$ cat config.mk
export PLATFORM = sky130hd
export DESIGN_NAME = dual_ptr_access
export DESIGN_NICKNAME = d
export VERILOG_FILES = /design/src/rtl/dap_pkg.sv /design/src/rtl/dap_sel_decode.sv /design/src/rtl/dap_bank_ctrl.sv /design/src/rtl/dap_rd_merge.sv /design/src/rtl/dual_ptr_access.sv
export SDC_FILE = /design/constraint.sdc
export NUM_CORES = 1
export LEC_CHECK = 0
export BUFFER_PORTS_ARGS = -buffer_cell sky130_fd_sc_hd__buf_2
export CAP_MARGIN = 5
export CORE_UTILIZATION = 44
export DETAILED_ROUTE_END_ITERATION = 8
export PLACE_DENSITY = 0.92
export SYNTH_ARGS = -nofsm -noshare
export SYNTH_HDL_FRONTEND = slang
export SYNTH_SLANG_ARGS = --single-unit
$ cat constraint.sdc
create_clock -name clk -period 1.78 [get_ports clk]
set_clock_uncertainty 0.1 [all_clocks]
set_input_delay 0.089 -clock clk [delete_from_list [all_inputs] [get_ports clk]]
set_output_delay 0.089 -clock clk [all_outputs]
set_load 0.005 [all_outputs]
$ cat src/rtl/dap_pkg.sv
package dap_pkg;

    // Per-bank controller states
    typedef enum logic [1:0] {
        ST_IDLE    = 2'd0,
        ST_CMD_ACC = 2'd1,
        ST_ARMED   = 2'd2,
        ST_REG_ACC = 2'd3
    } bank_state_e;

    localparam int NUM_BANKS = 2;
    localparam int BANK_DMA  = 0;
    localparam int BANK_SER  = 1;

endpackage

$ cat src/rtl/dap_sel_decode.sv
// Turns raw chip-selects into per-bank selects; more than one select
// asserted at once is a conflict and selects nothing.
module dap_sel_decode #(
    parameter int N = 2
) (
    input  logic [N-1:0] cs,
    output logic [N-1:0] sel
);

    logic at_most_one;

    always_comb begin
        at_most_one = ((cs & (cs - N'(1))) == '0);
        sel         = at_most_one ? cs : '0;
    end

endmodule

$ cat src/rtl/dap_bank_ctrl.sv
// One bank: pointer, command field and access state machine.
module dap_bank_ctrl
    import dap_pkg::*;
#(
    parameter int DATA_W = 8,
    parameter int PTR_W  = 5
) (
    input  logic                    clk,
    input  logic                    rst,
    input  logic                    sel,
    input  logic                    rd_stb,
    input  logic                    wr_stb,
    input  logic [DATA_W-1:0]       wdata,
    input  logic [DATA_W-1:0]       rf_rdata,
    output logic [PTR_W-1:0]        rf_addr,
    output logic                    rf_we,
    output logic                    rf_re,
    output logic [DATA_W-1:0]       rf_wdata,
    output logic [DATA_W-PTR_W-1:0] cmd_bits,
    output logic [DATA_W-1:0]       rd_data
);

    localparam int CMD_W = DATA_W - PTR_W;

    bank_state_e        state_q, state_d;
    logic [PTR_W-1:0]   ptr_q, ptr_d;
    logic [CMD_W-1:0]   cmd_q, cmd_d;

    logic active;
    logic is_wr;
    logic is_rd;
    logic reg_tgt;

    always_comb begin
        active = sel & (rd_stb | wr_stb);
        is_wr  = wr_stb;
        is_rd  = rd_stb & ~wr_stb;
    end

    // State register
    always_ff @(posedge clk) begin
        if (rst) begin
            state_q <= ST_IDLE;
        end else begin
            state_q <= state_d;
        end
    end

    // Pointer and command field
    always_ff @(posedge clk) begin
        if (rst) begin
            ptr_q <= '0;
            cmd_q <= '0;
        end else begin
            ptr_q <= ptr_d;
            cmd_q <= cmd_d;
        end
    end

    // Next state and datapath updates
    always_comb begin
        state_d = state_q;
        ptr_d   = ptr_q;
        cmd_d   = cmd_q;
        unique case (state_q)
            ST_IDLE: begin
                if (active) begin
                    state_d = ST_CMD_ACC;   // begin command access
                    if (is_wr) begin
                        ptr_d = wdata[PTR_W-1:0];
                        cmd_d = wdata[DATA_W-1:PTR_W];
                    end
                end
            end
            ST_CMD_ACC: begin
                if (!active) begin
                    // arm or disarm
                    state_d = (ptr_q != '0) ? ST_ARMED : ST_IDLE;
                end
            end
            ST_ARMED: begin
                if (active) begin
                    state_d = ST_REG_ACC;   // begin targeted access
                end
            end
            ST_REG_ACC: begin
                if (!active) begin
                    state_d = ST_IDLE;      // release
                    ptr_d   = '0;
                end
            end
            default: begin
                state_d = ST_IDLE;
            end
        endcase
    end

    // Outputs
    always_comb begin
        rf_addr  = ptr_q;
        rf_wdata = wdata;
        cmd_bits = cmd_q;
        rf_we    = 1'b0;
        rf_re    = 1'b0;
        reg_tgt  = 1'b0;
        unique case (state_q)
            ST_IDLE, ST_CMD_ACC: begin
                reg_tgt = 1'b0;
            end
            ST_ARMED: begin
                reg_tgt = 1'b1;
                rf_we   = active & is_wr;
                rf_re   = active & is_rd;
            end
            ST_REG_ACC: begin
                reg_tgt = 1'b1;
                rf_re   = active & is_rd;
            end
            default: begin
                reg_tgt = 1'b0;
            end
        endcase
        if (active && is_rd) begin
            rd_data = reg_tgt ? rf_rdata : {cmd_q, ptr_q};
        end else begin
            rd_data = '0;
        end
    end

endmodule

$ cat src/rtl/dap_rd_merge.sv
// Combines the gated read data of all banks; at most one is nonzero.
module dap_rd_merge #(
    parameter int N = 2,
    parameter int W = 8
) (
    input  logic [N-1:0][W-1:0] bank_data,
    output logic [W-1:0]        dout
);

    always_comb begin
        dout = '0;
        for (int i = 0; i < N; i++) begin
            dout = dout | bank_data[i];
        end
    end

endmodule

$ cat src/rtl/dual_ptr_access.sv
module dual_ptr_access
    import dap_pkg::*;
#(
    parameter int DATA_W = 8,
    parameter int PTR_W  = 5
) (
    input  logic                    clk,
    input  logic                    rst,
    input  logic                    dma_cs,
    input  logic                    ser_cs,
    input  logic                    rd_stb,
    input  logic                    wr_stb,
    input  logic [DATA_W-1:0]       wdata,
    output logic [DATA_W-1:0]       rdata,
    output logic [DATA_W-PTR_W-1:0] dma_cmd,
    output logic [PTR_W-1:0]        dma_rf_addr,
    output logic                    dma_rf_we,
    output logic                    dma_rf_re,
    output logic [DATA_W-1:0]       dma_rf_wdata,
    input  logic [DATA_W-1:0]       dma_rf_rdata,
    output logic [DATA_W-PTR_W-1:0] ser_cmd,
    output logic [PTR_W-1:0]        ser_rf_addr,
    output logic                    ser_rf_we,
    output logic                    ser_rf_re,
    output logic [DATA_W-1:0]       ser_rf_wdata,
    input  logic [DATA_W-1:0]       ser_rf_rdata
);

    localparam int CMD_W = DATA_W - PTR_W;

    logic [NUM_BANKS-1:0]              cs_vec;
    logic [NUM_BANKS-1:0]              sel_vec;
    logic [NUM_BANKS-1:0][DATA_W-1:0]  rf_rdata_vec;
    logic [NUM_BANKS-1:0][DATA_W-1:0]  rf_wdata_vec;
    logic [NUM_BANKS-1:0][DATA_W-1:0]  rd_data_vec;
    logic [NUM_BANKS-1:0][PTR_W-1:0]   rf_addr_vec;
    logic [NUM_BANKS-1:0][CMD_W-1:0]   cmd_vec;
    logic [NUM_BANKS-1:0]              rf_we_vec;
    logic [NUM_BANKS-1:0]              rf_re_vec;

    always_comb begin
        cs_vec[BANK_DMA]       = dma_cs;
        cs_vec[BANK_SER]       = ser_cs;
        rf_rdata_vec[BANK_DMA] = dma_rf_rdata;
        rf_rdata_vec[BANK_SER] = ser_rf_rdata;
    end

    dap_sel_decode #(
        .N (NUM_BANKS)
    ) u_decode (
        .cs  (cs_vec),
        .sel (sel_vec)
    );

    for (genvar b = 0; b < NUM_BANKS; b++) begin : g_bank
        dap_bank_ctrl #(
            .DATA_W (DATA_W),
            .PTR_W  (PTR_W)
        ) u_bank (
            .clk      (clk),
            .rst      (rst),
            .sel      (sel_vec[b]),
            .rd_stb   (rd_stb),
            .wr_stb   (wr_stb),
            .wdata    (wdata),
            .rf_rdata (rf_rdata_vec[b]),
            .rf_addr  (rf_addr_vec[b]),
            .rf_we    (rf_we_vec[b]),
            .rf_re    (rf_re_vec[b]),
            .rf_wdata (rf_wdata_vec[b]),
            .cmd_bits (cmd_vec[b]),
            .rd_data  (rd_data_vec[b])
        );
    end

    dap_rd_merge #(
        .N (NUM_BANKS),
        .W (DATA_W)
    ) u_merge (
        .bank_data (rd_data_vec),
        .dout      (rdata)
    );

    always_comb begin
        dma_cmd      = cmd_vec[BANK_DMA];
        dma_rf_addr  = rf_addr_vec[BANK_DMA];
        dma_rf_we    = rf_we_vec[BANK_DMA];
        dma_rf_re    = rf_re_vec[BANK_DMA];
        dma_rf_wdata = rf_wdata_vec[BANK_DMA];
        ser_cmd      = cmd_vec[BANK_SER];
        ser_rf_addr  = rf_addr_vec[BANK_SER];
        ser_rf_we    = rf_we_vec[BANK_SER];
        ser_rf_re    = rf_re_vec[BANK_SER];
        ser_rf_wdata = rf_wdata_vec[BANK_SER];
    end

endmodule

==> results of run 1 <==
[registers in the layout, summed over array words and instances, names as in the netlist, named ones only]
name,cells
g_bank.u_bank.state_q,2
g_bank.u_bank.rf_addr,10
g_bank.u_bank.cmd_bits,6
[worst max path at each step]
stage	to	slack, ns	cells past startpoint	start
final	rdata[3]	0.09	4	register
after floorplan	g_bank[0].u_bank.cmd_bits[0]	0.39	4	register
after global routing	rdata[3]	0.01	4	register
after detailed placement	rdata[3]	0.29	4	register
after CTS	rdata[3]	0.10	4	register
after global placement	rdata[3]	0.33	4	register
[metal layers]
layer,up-vias,part of all wire (%)
met2,68,49
met3,5,7.7
met1,597,43
li1,626,-
met5,-,0
met4,0,0.80
[power breakdown]
group	internal [mW]	switching [mW]	leakage (nW)
clock network	0.0790	0.139	0.0138
logic	0.102	0.0874	0.549
registers	0.463	0.0170	0.163
[what timing repair did]
item	in CTS	in global routing
gates resized for setup	2	0
hold buffers	8	0
setup endpoints to repair	2	0
hold endpoints to repair	11	0
[critical path, stage by stage (launching register included)]
cell and delay, ns:
sky130_fd_sc_hd__dfxtp_2 0.47, sky130_fd_sc_hd__buf_4 0.21, sky130_fd_sc_hd__mux2i_1 0.28, sky130_fd_sc_hd__o22ai_1 0.10, sky130_fd_sc_hd__buf_2 0.14
[final cells by class]
type / count / share of cell area (%)
inverters: 2 / 0.449
clock buffers: 3 / 1.35
flip-flops and latches: 20 / 24.1
multi-input cells: 93 / 42.4
repair buffers: 87 / 29.4
well taps: 31 / 2.32
[cells in the final DEF, fill, tap and decap left out, types with 6 or more instances in the layout]
cell type                       synthesis  layout
sky130_fd_sc_hd__buf_4                 16       6
sky130_fd_sc_hd__o21ai_0                6       6
sky130_fd_sc_hd__nand2b_1               6       6
sky130_fd_sc_hd__o32ai_1                6       6
sky130_fd_sc_hd__mux2i_1               28      28
sky130_fd_sc_hd__dfxtp_1               20      18
sky130_fd_sc_hd__dlygate4sd3_1          0       8
sky130_fd_sc_hd__buf_2                  3      73
sky130_fd_sc_hd__o22ai_1                9       9
sky130_fd_sc_hd__nor2_1                 9       9
[logic make-up (layout without fill, tap and decap cells)]
kind of cell,count (synthesis),after routing,synth area share [%]
and+or+nand+nor,40,40,19.8
buffers and inverters,30,92,15.2
muxes,28,28,21.4
AOI/OAI and AO/OA,25,25,12.9
DFF,20,20,30.6
[through the flow]
| stage | power [mW] | instance area [um^2] |
|---|---|---|
| after floorplan | 0.600 | 1310 |
| after global placement | 0.658 | 1570 |
| after detailed placement | 0.663 | 1570 |
| after CTS | 0.890 | 1670 |
| after global routing | 0.930 | 1670 |
| final | 0.888 | 1670 |
==> results.md, run 1 <==
- sky130_fd_sc_hd__dfxtp_1 takes more of the synthesized area than any other cell.
- The slew at the pin closest to its max-slew limit is 0.410 ns.
- The clock-pin slew on the worst setup and hold paths is 0.11 ns.
- The wire-length estimate of the detail-placed layout is around 2.6 mm.
- Counting every net in the synthesized netlist gives about 170.
- Cells fill 60.1% of the core in the end.
- The first-pass GRT wire length is 5.73 mm.
- For this run, global-route usage on met2 was measured as 40.2%.
- The largest net degree at the start of global routing is 28.
- In this run the number of H-tree levels came out at 1.
- In this run the worst path has a maximum fanout of 7.
- Global routing used 23.0% of the available tracks.
- The number of hold violations in the final report was 0.
- In this run, the number of DRC markers left after iteration 0 of detailed routing was 30.
- TritonCTS built the clock tree.
- The ratio of cells with drive above 1 in the final layout is between 40% and 50%.
- The worst hold path terminates at g_bank[1].u_bank.state_q[0].
- Including well taps, the total number of placed cells is 225.
- In the routed design, unresolved DRC markers number 0.
- IR analysis of the VDD net gives a maximum drop of approximately 420 uV.
- In this run, CTS created clock tree buffers numbering 3.
- The data required time at the worst endpoint is 1.59 ns.
- Counting instances in the post-synthesis netlist gives the leading cell types as sky130_fd_sc_hd__mux2i_1 (28), sky130_fd_sc_hd__dfxtp_1 (20), sky130_fd_sc_hd__buf_4 (16), sky130_fd_sc_hd__nor2_1 (9), sky130_fd_sc_hd__o22ai_1 (9).
- The area taken by flip-flops and latches is 403 um^2.
- Setup repair after global routing left no endpoint under its margin.
- The number of antenna repair diodes is 0.
- The initial antenna violation count is 0.
- The endpoint identified for the worst register-to-register timing path is g_bank[0].u_bank.cmd_bits[1].
- The post-layout minimum cycle time is 1.69 ns.
- No sink is reached through more buffers than the 2 on the longest clock path.
- The source-to-sink clock delay at the later pin of the worst-skew pair is 0.30 ns.
- The critical path is of the reg2out type.
- The final clock period utilization by the worst path is approximately 95%.
- Detailed routing inserted a total of roughly 1,300 vias.
- The mapped netlist covers approximately 1300 um^2.
- The cell count after synthesis came out at 143.
- In the final layout, the multi-input gates occupy 708 um^2.
- The worst reg-to-reg path cell count is 4.
- The count of state elements after synthesis is 20.
- The aggregate routed wire length is 3.62 mm.
- Dividing the synthesized area by the synthesized cell count gives 9.14 um^2.
- The worst min-delay path startpoint is ser_cs.
- The sort of element at the start of the critical path is a register.
- The busiest metal layer after global routing is met2.
- The final routed wire length divided by cell count is about 15 um.
- The flow ran to the end, and the final reports show no timing, DRC or antenna violations.
- The worst setup path is captured at an output port.
- The height of the die is 56.5 um.
- The number of flops mapped to enable cells by yosys is 0.
- Clock tree synthesis selected as its root buffer the cell sky130_fd_sc_hd__clkbuf_4.
- During synthesis, Yosys emitted a total of 0 warnings.
- The number of global-route vias before repair is 1,250.
- The final worst slack is ~0.095 ns.
- The total clock sinks is 20.
- The routability-driven placement congestion ratio is between 0.8 and 0.9.
- The number of routed nets with antenna violations is 0.
- The die covers approximately 3200 um^2.
- For this run, global-route usage on met1 was measured as ~28%.
- The setup TNS is 0 ns.
- The headroom to the max-slew limit is 72.7%.
- The count of cells in the finished layout, fillers not included, comes to ~240.
- The via count normalized by instance count is about 5.5.
- The number of nets at the end of the flow is around 240.
- The post-CTS setup buffer count is 0.
- The leading cell type by number of instances after synthesis is sky130_fd_sc_hd__mux2i_1.
- Setup violations remaining at the end of the flow were counted as 0.
- The fraction of met3 tracks used by global routing is 5.30%.
- The share of the synthesized area in the top cell type is 30.6%.
- The number of fill cells in the layout is 246.
- Buffers placed on the I/O ports in this run total 73.
- The power density normalized to cell area is 531 nW/um^2.
- For this design the top-level I/O count stands at 74.
- The main flop type after synthesis is sky130_fd_sc_hd__dfxtp_1.
- Summed over all cells, the static leakage comes to 0.727 nW.
- For this run the aggregate overflow at the end of global routing stands at 0.
- The number of stages on the worst hold path is 3.
- The tool flagged a number of max-cap violations equal to 0.
- The synthesized netlist contains 29 unique library cells.
- The number of detailed-route iterations in the first pass is 4.
- The initial core utilization is between 40% and 50%.
- The horizontal extent of the die is between 50 and 60 um.
- The highest attainable clock frequency is 593 MHz.
- The core outline area is roughly 2800 um^2.
- Data arrives at the worst endpoint at 1.50 ns.
- The share of flip-flops with an asynchronous set or reset after synthesis is 0%.
- For this run, the register share of the synthesized area comes to 30.6%.
- Prior to clock tree synthesis, the placed netlist has a worst setup slack of 0.294 ns.
- The max-slew violation count is 0.
- The worst setup slack for register-to-register paths is 0.35 ns.
- The final hold slack is 0.00337 ns.
- In this run the core area contains 19 standard-cell rows.
- By area the synthesized netlist is led by sky130_fd_sc_hd__dfxtp_1 (31%), sky130_fd_sc_hd__mux2i_1 (21%), sky130_fd_sc_hd__buf_4 (9.2%), sky130_fd_sc_hd__o22ai_1 (4.3%), sky130_fd_sc_hd__o32ai_1 (4.0%).
- The type of the most critical hold path is in2reg.
- The layout overhead on the synthesized area is 27.8%.
Power figures use the tool's default switching activity.
==> run 2, diff against run 1 <==
--- a/config.mk
+++ b/config.mk
@@ -7,9 +7,9 @@
 export LEC_CHECK = 0
 export BUFFER_PORTS_ARGS = -buffer_cell sky130_fd_sc_hd__buf_2
 export CAP_MARGIN = 5
-export CORE_UTILIZATION = 44
+export CORE_UTILIZATION = 39
 export DETAILED_ROUTE_END_ITERATION = 8
-export PLACE_DENSITY = 0.92
+export PLACE_DENSITY = 0.87
 export SYNTH_ARGS = -nofsm -noshare
 export SYNTH_HDL_FRONTEND = slang
 export SYNTH_SLANG_ARGS = --single-unit
==> constraint.sdc (replaced) <==
create_clock -name clk -period 1.4 [get_ports clk]
set_clock_uncertainty 0.1 [all_clocks]
set_input_delay 0.07 -clock clk [delete_from_list [all_inputs] [get_ports clk]]
set_output_delay 0.07 -clock clk [all_outputs]
set_load 0.005 [all_outputs]
==> run 2 against run 1 <==
  * Count of clock-buffer cells in the layout unchanged
  * Via count up 5.6%
  * Hold slack worse by 0.012 ns
  * Critical path type is now reg2reg
  * The run now ends with negative hold slack, negative setup slack left
  * Final cell count up 13%
==> results.md, run 2 (synthesis gave the netlist of run 1 again) <==
- The part of the total power dissipated in sequential elements is 44.2%.
- In this run the remaining antenna-violating nets after routing total 0.
- After detailed routing, the met3 layer carries 192 um of wire.
- The first global-routing pass estimated 5.80 mm of wire.
- The highest attainable clock frequency is 684 MHz.
- CTS saw 20 sinks.
- Dividing the detail-routed wire length by the instance count gives around 15 um.
- The run finished, with violations left.
- The number of antenna diodes in the final layout is 0.
- The number of global-route vias before repair is 1,327.
- The most frequent standard cell in the layout excluding fill and tap cells is sky130_fd_sc_hd__buf_2.
- The final count of negative-setup-slack endpoints is 15.
- The switching share of power is 24.2%.
- The leakage power summed over all cells is about 0.85 nW.
- The highest layer touched by signal routing is met4.
- Setup repair after global routing could not meet its margin everywhere.
- The post-detailed-placement half-perimeter wirelength is 2.74 mm.
- The placed standard-cell area is roughly 1700 um^2.
- In this run the number of H-tree levels came out at 1.
- The max-slew violation count is 0.
- The aggregate routed wire length is approximately 4 mm.
- The number of nets at the end of the flow is ~250.
- By startpoint and endpoint, the worst setup path is classified as reg2reg.
- The number of hold violations in the final report is 1.
- The type of the most critical hold path is in2reg.
- STA classifies the critical path startpoint as a register.
- The data required time at the worst endpoint is 1.50 ns.
- CTS placed an instance of sky130_fd_sc_hd__clkbuf_4 at the clock tree root.
- For the pin with the worst max-slew slack, the measured transition is 0.402 ns.
- The number of detailed-route iterations in the first pass is 4.
- The maximum resistive drop on vdd is 421 uV.
- The tool flagged a number of max-cap violations equal to 0.
- STA classifies the critical path endpoint as a register.
- After detailed routing, the met2 layer carries roughly 2.2 mm of wire.
- With fillers left out, the area of the finished cells amounts to 1930 um^2.
- The checks that failed: negative hold slack, negative setup slack.
- The deepest clock path buffer count is 2.
- Clock tree synthesis inserted a total of 3 buffers.
- On the final layout, the worst hold slack is -0.00834 ns.
- In the post-route analysis, the smallest setup slack over all paths is -0.0626 ns.
- The initial core utilization is a little over two fifths.
- Measured against its own limit, the worst slew margin works out to 73.2%.
- The final clock period utilization by the worst path is 104%.
- Cells with a size suffix above 1 make up about half of the layout.
- The power density normalized to cell area is 710 nW/um^2.
- The later pin in the worst-skew pair is clocked with a latency of 0.31 ns.
- After filler insertion, the fill cell instance count of the layout stands at 265.
- From synthesis to final layout, the design area changed by 47.8%.
- The design internal power is about 1.0 mW.
- The post-layout minimum cycle time is 1.46 ns.
- The clock-pin slew on the worst setup and hold paths is 0.12 ns.
- 74 I/O pins were placed.
- Routability-driven placement finished with a final weighted congestion of 0.846.
- The number of vias in the routed layout is 1,368.
- Leaving out fill and tap cells, the most frequent cells in the layout are sky130_fd_sc_hd__buf_2 (72), sky130_fd_sc_hd__mux2i_1 (26), sky130_fd_sc_hd__dfxtp_1 (17).
- The initial antenna violation count is 0.
- The clock share of power is 34.6%.
- The post-route met1 wirelength is 1.57 mm.
- The DRC violation count after routing is 0.
- The combinational cell fraction of total power is 21.2%.
- The core region is 3130 um^2.
- The flip-flop count of the largest register after layout is 10.
- Entering global routing, the biggest net connects 28 pins.
- The critical path goes through buf_6 -> nor4b_4 -> buf_12 -> mux2i_2 -> nor2_1.
- The number of buffer and inverter stages on the critical path is 2.
- After global routing the overflow that remains totals 0.
- During placement, the flow inserted port buffers numbering 73.
- The biggest cell delay along the critical path is 0.36 ns.
- The horizontal extent of the die is 59.9 um.
- The initial DRC count is slightly above 60.
- The height of the die is 59.9 um.
- In this run the power spent charging and discharging nets is 0.332 mW.
- The overall die area is 3590 um^2.
- Data on the critical path arrives at its endpoint at 1.56 ns.
- The initialized floorplan defines 20 standard-cell rows.
- The via count normalized by instance count is 5.14.
- The largest individual stage delay along the critical path comes from the cell sky130_fd_sc_hd__dfxtp_2.
- The peak fanout along the critical path is 8.
- TritonCTS built the clock tree.
- The kind of cell with the highest combined delay along the critical path is simple AND/OR/NAND/NOR gates.
- Global routing consumed, over all layers together, 22.3% of the routing resources.
run 2: final cells by class:
class / instances / area [um^2] / share of cell area, %
inverters: 2 / 7.51 / 0.389
multi-input cells: 93 / 734 / 38.0
clock buffers: 3 / 22.5 / 1.17
repair buffers: 103 / 676 / 35.0
clock inverters: 1 / 30.0 / 1.55
flip-flops and latches: 20 / 407 / 21.0
well taps: 44 / 55.1 / 2.85
run 2: per-stage QoR:
stage / instances / setup WS (ns) / TNS [ns] / power (mW) / util (%)
floorplan: 143 / 0.00953 / 0 / 0.763 / -
global placement: 246 / -0.0175 / -0.0496 / 0.857 / 53.3
detailed placement: 246 / -0.0538 / -0.201 / 0.863 / 53.3
CTS: 265 / -0.0438 / -0.250 / 1.35 / 60.4
global route: 266 / -0.131 / -1.64 / 1.42 / 61.8
finish: 266 / -0.0626 / -0.497 / 1.37 / 61.8
run 2: path summary, 6_finish.rpt:
kind	slack, ns	to	depth (start not counted)	start
max	-0.06	g_bank[0].u_bank.cmd_bits[1]	5	register
min	-0.008	g_bank[1].u_bank.rf_addr[3]	3	wdata[3]
max reg2reg	-0.06	g_bank[0].u_bank.cmd_bits[1]	5	register
min reg2reg	0.44	g_bank[0].u_bank.cmd_bits[2]	2	g_bank[0].u_bank.cmd_bits[2]
run 2: routing by layer:
metal	vias up	track usage, %
met4	0	8.31
met3	7	2.81
met2	61	41.4
li1	658	-
met1	642	25.6
met5	-	0
run 2: tightest hold or removal path: stages:
cell and delay (ns):
sky130_fd_sc_hd__buf_2 0.11, sky130_fd_sc_hd__mux2i_1 0.07, sky130_fd_sc_hd__o32ai_1 0.10
run 2: repair_timing:
item                                    4_1_cts  5_1_grt
hold buffers                                  8        0
hold endpoints to repair                     13        0
endpoints found under the setup margin       10       28
setup buffers                                 7        1
pin swaps                                    12        9
gates resized for setup                      17       11
run 2: power groups by stage:
| stage | sequential (mW) | combinational, mW | clock [mW] |
|---|---|---|---|
| after CTS | 0.605 | 0.277 | 0.472 |
| after global placement | 0.618 | 0.239 | 0 |
| final | 0.605 | 0.291 | 0.475 |
| after detailed placement | 0.619 | 0.244 | 0 |
| after floorplan | 0.617 | 0.146 | 0 |
| after global routing | 0.608 | 0.315 | 0.496 |
==> run 3, diff against run 2 <==
--- a/config.mk
+++ b/config.mk
@@ -9,7 +9,7 @@
 export CAP_MARGIN = 5
 export CORE_UTILIZATION = 39
 export DETAILED_ROUTE_END_ITERATION = 8
-export PLACE_DENSITY = 0.87
+export PLACE_DENSITY_LB_ADDON = 0.05
 export SYNTH_ARGS = -nofsm -noshare
 export SYNTH_HDL_FRONTEND = slang
 export SYNTH_SLANG_ARGS = --single-unit
==> run 3 against run 2 <==
  * The flow still finishes with violations (negative hold slack, negative setup slack)
  * Sequential share of layout area is 1.3 points higher
  * Count of clock-buffer cells in the layout did not move
  * Non-clock buffer count decreased by 3
  * Sequential power barely moved
  * Critical path type is now reg2out
  * Largest power group unchanged
==> results.md, run 3 (synthesis gave the netlist of run 1 again) <==
- The via count normalized by instance count is between 5 and 6.
- Across every metal layer, demand over resource in global routing totals 20.1%.
- The sort of element at the start of the critical path is a register.
- The DRC violation count after routing is 0.
- In this run the clock root is driven by a sky130_fd_sc_hd__clkbuf_4.
- The initialized floorplan defines 20 standard-cell rows.
- The flip-flop count of the largest register after layout is 10.
- The number of routed nets with antenna violations is 0.
- VDD sags by at most ~440 uV.
- The placed standard-cell area is 1630 um^2.
- The first global-routing pass estimated 5.33 mm of wire.
- The initial antenna violation count is 0.
- TritonCTS created 3 clock buffers.
- The post-detailed-placement half-perimeter wirelength is 2.70 mm.
- The top cell types in the final layout, fill and taps aside, are sky130_fd_sc_hd__buf_2 (73), sky130_fd_sc_hd__mux2i_1 (27), sky130_fd_sc_hd__dfxtp_1 (17).
- The final hold slack is -0.00732 ns.
- The final routed wire length divided by cell count is 14.2 um.
- The number of fill cells in the layout is 291.
- Along the worst hold path, the cell count comes to 3.
- The power density normalized to cell area is 628 nW/um^2.
- The first detailed-routing pass ran for 4 iterations.
- At the end of routability-driven placement, the weighted congestion stood at 0.770.
- The number of hold violations in the final report is 1.
- In this run the vertical extent of the chip is 59.9 um.
- In this run the worst hold path is classified as in2reg.
- The number of antenna repair diodes is 0.
- The peak fanout along the critical path is 6.
- Entering global routing, the biggest net connects 21 pins.
- The total clock sinks is 20.
- The number of cells in the design after placement is 244.
- The startpoint identified for the worst register-to-register timing path is g_bank[1].u_bank.state_q[0].
- In this run the most critical hold path is launched from wdata[3].
- Walking the worst path, the cells encountered are buf_6 -> mux2i_1 -> o22ai_1 -> buf_2.
- The worst setup slack for register-to-register paths is 0.04 ns.
- The max-slew violation count came to 0.
- After layout, the design draws a total of ~1.2 mW.
- The final standard cell count with taps included and fillers excluded is 262.
- For this run, the slowest stage of the critical path takes between 0.3 and 0.4 ns.
- Static timing analysis puts the maximum clock frequency at ~690 MHz.
- The horizontal extent of the die is 59.9 um.
- The number of global-route vias before repair is 1,160.
- TritonCTS built the clock tree.
- The clock-pin slew on the worst setup and hold paths is 0.11 ns.
- The source-to-sink clock delay at the later pin of the worst-skew pair is 0.30 ns.
- CTS built an H-tree with a depth of 1.
- The area growth from synthesis to layout is 40.3%.
- Once the floorplan was initialized, standard cells occupied around two fifths of the core.
- The cell with the biggest individual delay on the critical path is sky130_fd_sc_hd__dfxtp_4.
- Max-cap violations in this run came to 0.
- The final reports fail on negative hold slack, negative setup slack.
- In this run, the number of DRC markers left after iteration 0 of detailed routing was 37.
- Leaving out fill and tap cells, the most frequent cell in the layout is sky130_fd_sc_hd__buf_2.
- In the final layout, the share of cells above drive strength 1 is 48.6%.
- The critical setup path kind is reg2out.
- The flow ran to the end, but the final reports show violations.
- The endpoint identified for the worst register-to-register timing path is g_bank[1].u_bank.rf_addr[2].
- The final worst slack is -0.0403 ns.
- The worst hold path terminates at g_bank[1].u_bank.rf_addr[3].
- For the pin with the worst max-slew slack, the measured transition is 0.367 ns.
- For this block, the via count after detailed routing is between 1,000 and 1,500.
- For this run the aggregate overflow at the end of global routing stands at 0.
- The die covers approximately 3600 um^2.
- The core region is about 3100 um^2.
- The kind of capture point of the worst setup path is an output port.
- For the worst setup path, the data required time is ~1.2 ns.
- The worst path in the final design needs a cycle of between 1 and 1.5 ns, including I/O delays and setup.
- Port buffering added 73 buffers.
- The final count of negative-setup-slack endpoints is 6.
- The net count of the finished layout is 250.
- The I/O pin count is 74.
- The deepest clock path buffer count is 2.
- The headroom to the max-slew limit is 75.6%.
- The final cell area excluding filler cells is between 1500 and 2000 um^2.
- Summed over all layers, the routed wires come to between 3 and 4 mm.
- Setup repair after global routing could not meet its margin everywhere.
- The final clock period utilization by the worst path is 103%.
- The data arrival time of the critical path is 1.27 ns.
- The worst reg-to-reg path cell count is 5.
- The leakage power summed over all cells is 0.809 nW.
## run 3: cell types whose count changed in the layout (fill, tap and decap cells not counted), sizes merged
cell,change
buf,-4
bufinv,-1
dlygate4sd3,+1
## run 3: worst max path at each step
stage | from | to | slack [ns]
detailed placement | ser_cs | rdata[0] | -0.03
global route | register | rdata[0] | -0.11
global placement | dma_cs | rdata[0] | -0.02
CTS | register | rdata[0] | -0.06
floorplan | register | g_bank[0].u_bank.cmd_bits[0] | 0.01
finish | register | rdata[0] | -0.04
## run 3: report_power, final
group	internal (mW)	switching, mW
Clock	0.100	0.177
Combinational	0.150	0.119
Sequential	0.586	0.0191
## run 3: what timing repair did
| item | CTS | global route |
|---|---|---|
| gates resized for setup | 17 | 2 |
| setup endpoints to repair | 10 | 14 |
| hold buffers | 9 | 0 |
| hold endpoints to repair | 12 | 0 |
| pin swaps | 3 | 3 |
| buffers inserted | 5 | 1 |
## run 3: stage by stage
step,hold slack (ns),setup slack (ns),util [%],setup TNS (ns)
global route,0.0288,-0.110,58.6,-0.782
CTS,0.0125,-0.0607,58.4,-0.266
floorplan,0.114,0.00953,-,0
global placement,0.245,-0.0181,52.0,-0.0666
detailed placement,0.250,-0.0344,52.0,-0.172
finish,-0.00732,-0.0403,58.6,-0.134
## run 3: per-layer routing
metal	share of wire [%]	up-vias	global-route usage, %
met2	49	41	34.6
met3	4.0	2	2.16
met5	0	-	0
li1	-	646	-
met4	0.51	0	6.98
met1	46	631	26.0
## run 3: critical path: cells and delay by family, from the launching register on
kind	cells	cell delay [ns]
compound gates	1	0.11
flops	1	0.39
mux	1	0.20
buf+inv	2	0.26
## run 3: area by class of cell
type | count | area [um^2] | share of cell area [%]
inverters | 2 | 7.51 | 0.409
clock buffers | 3 | 22.5 | 1.23
well taps | 44 | 55.1 | 3.00
multi-input cells | 93 | 723 | 39.4
flip-flops and latches | 20 | 409 | 22.3
repair buffers | 100 | 617 | 33.6
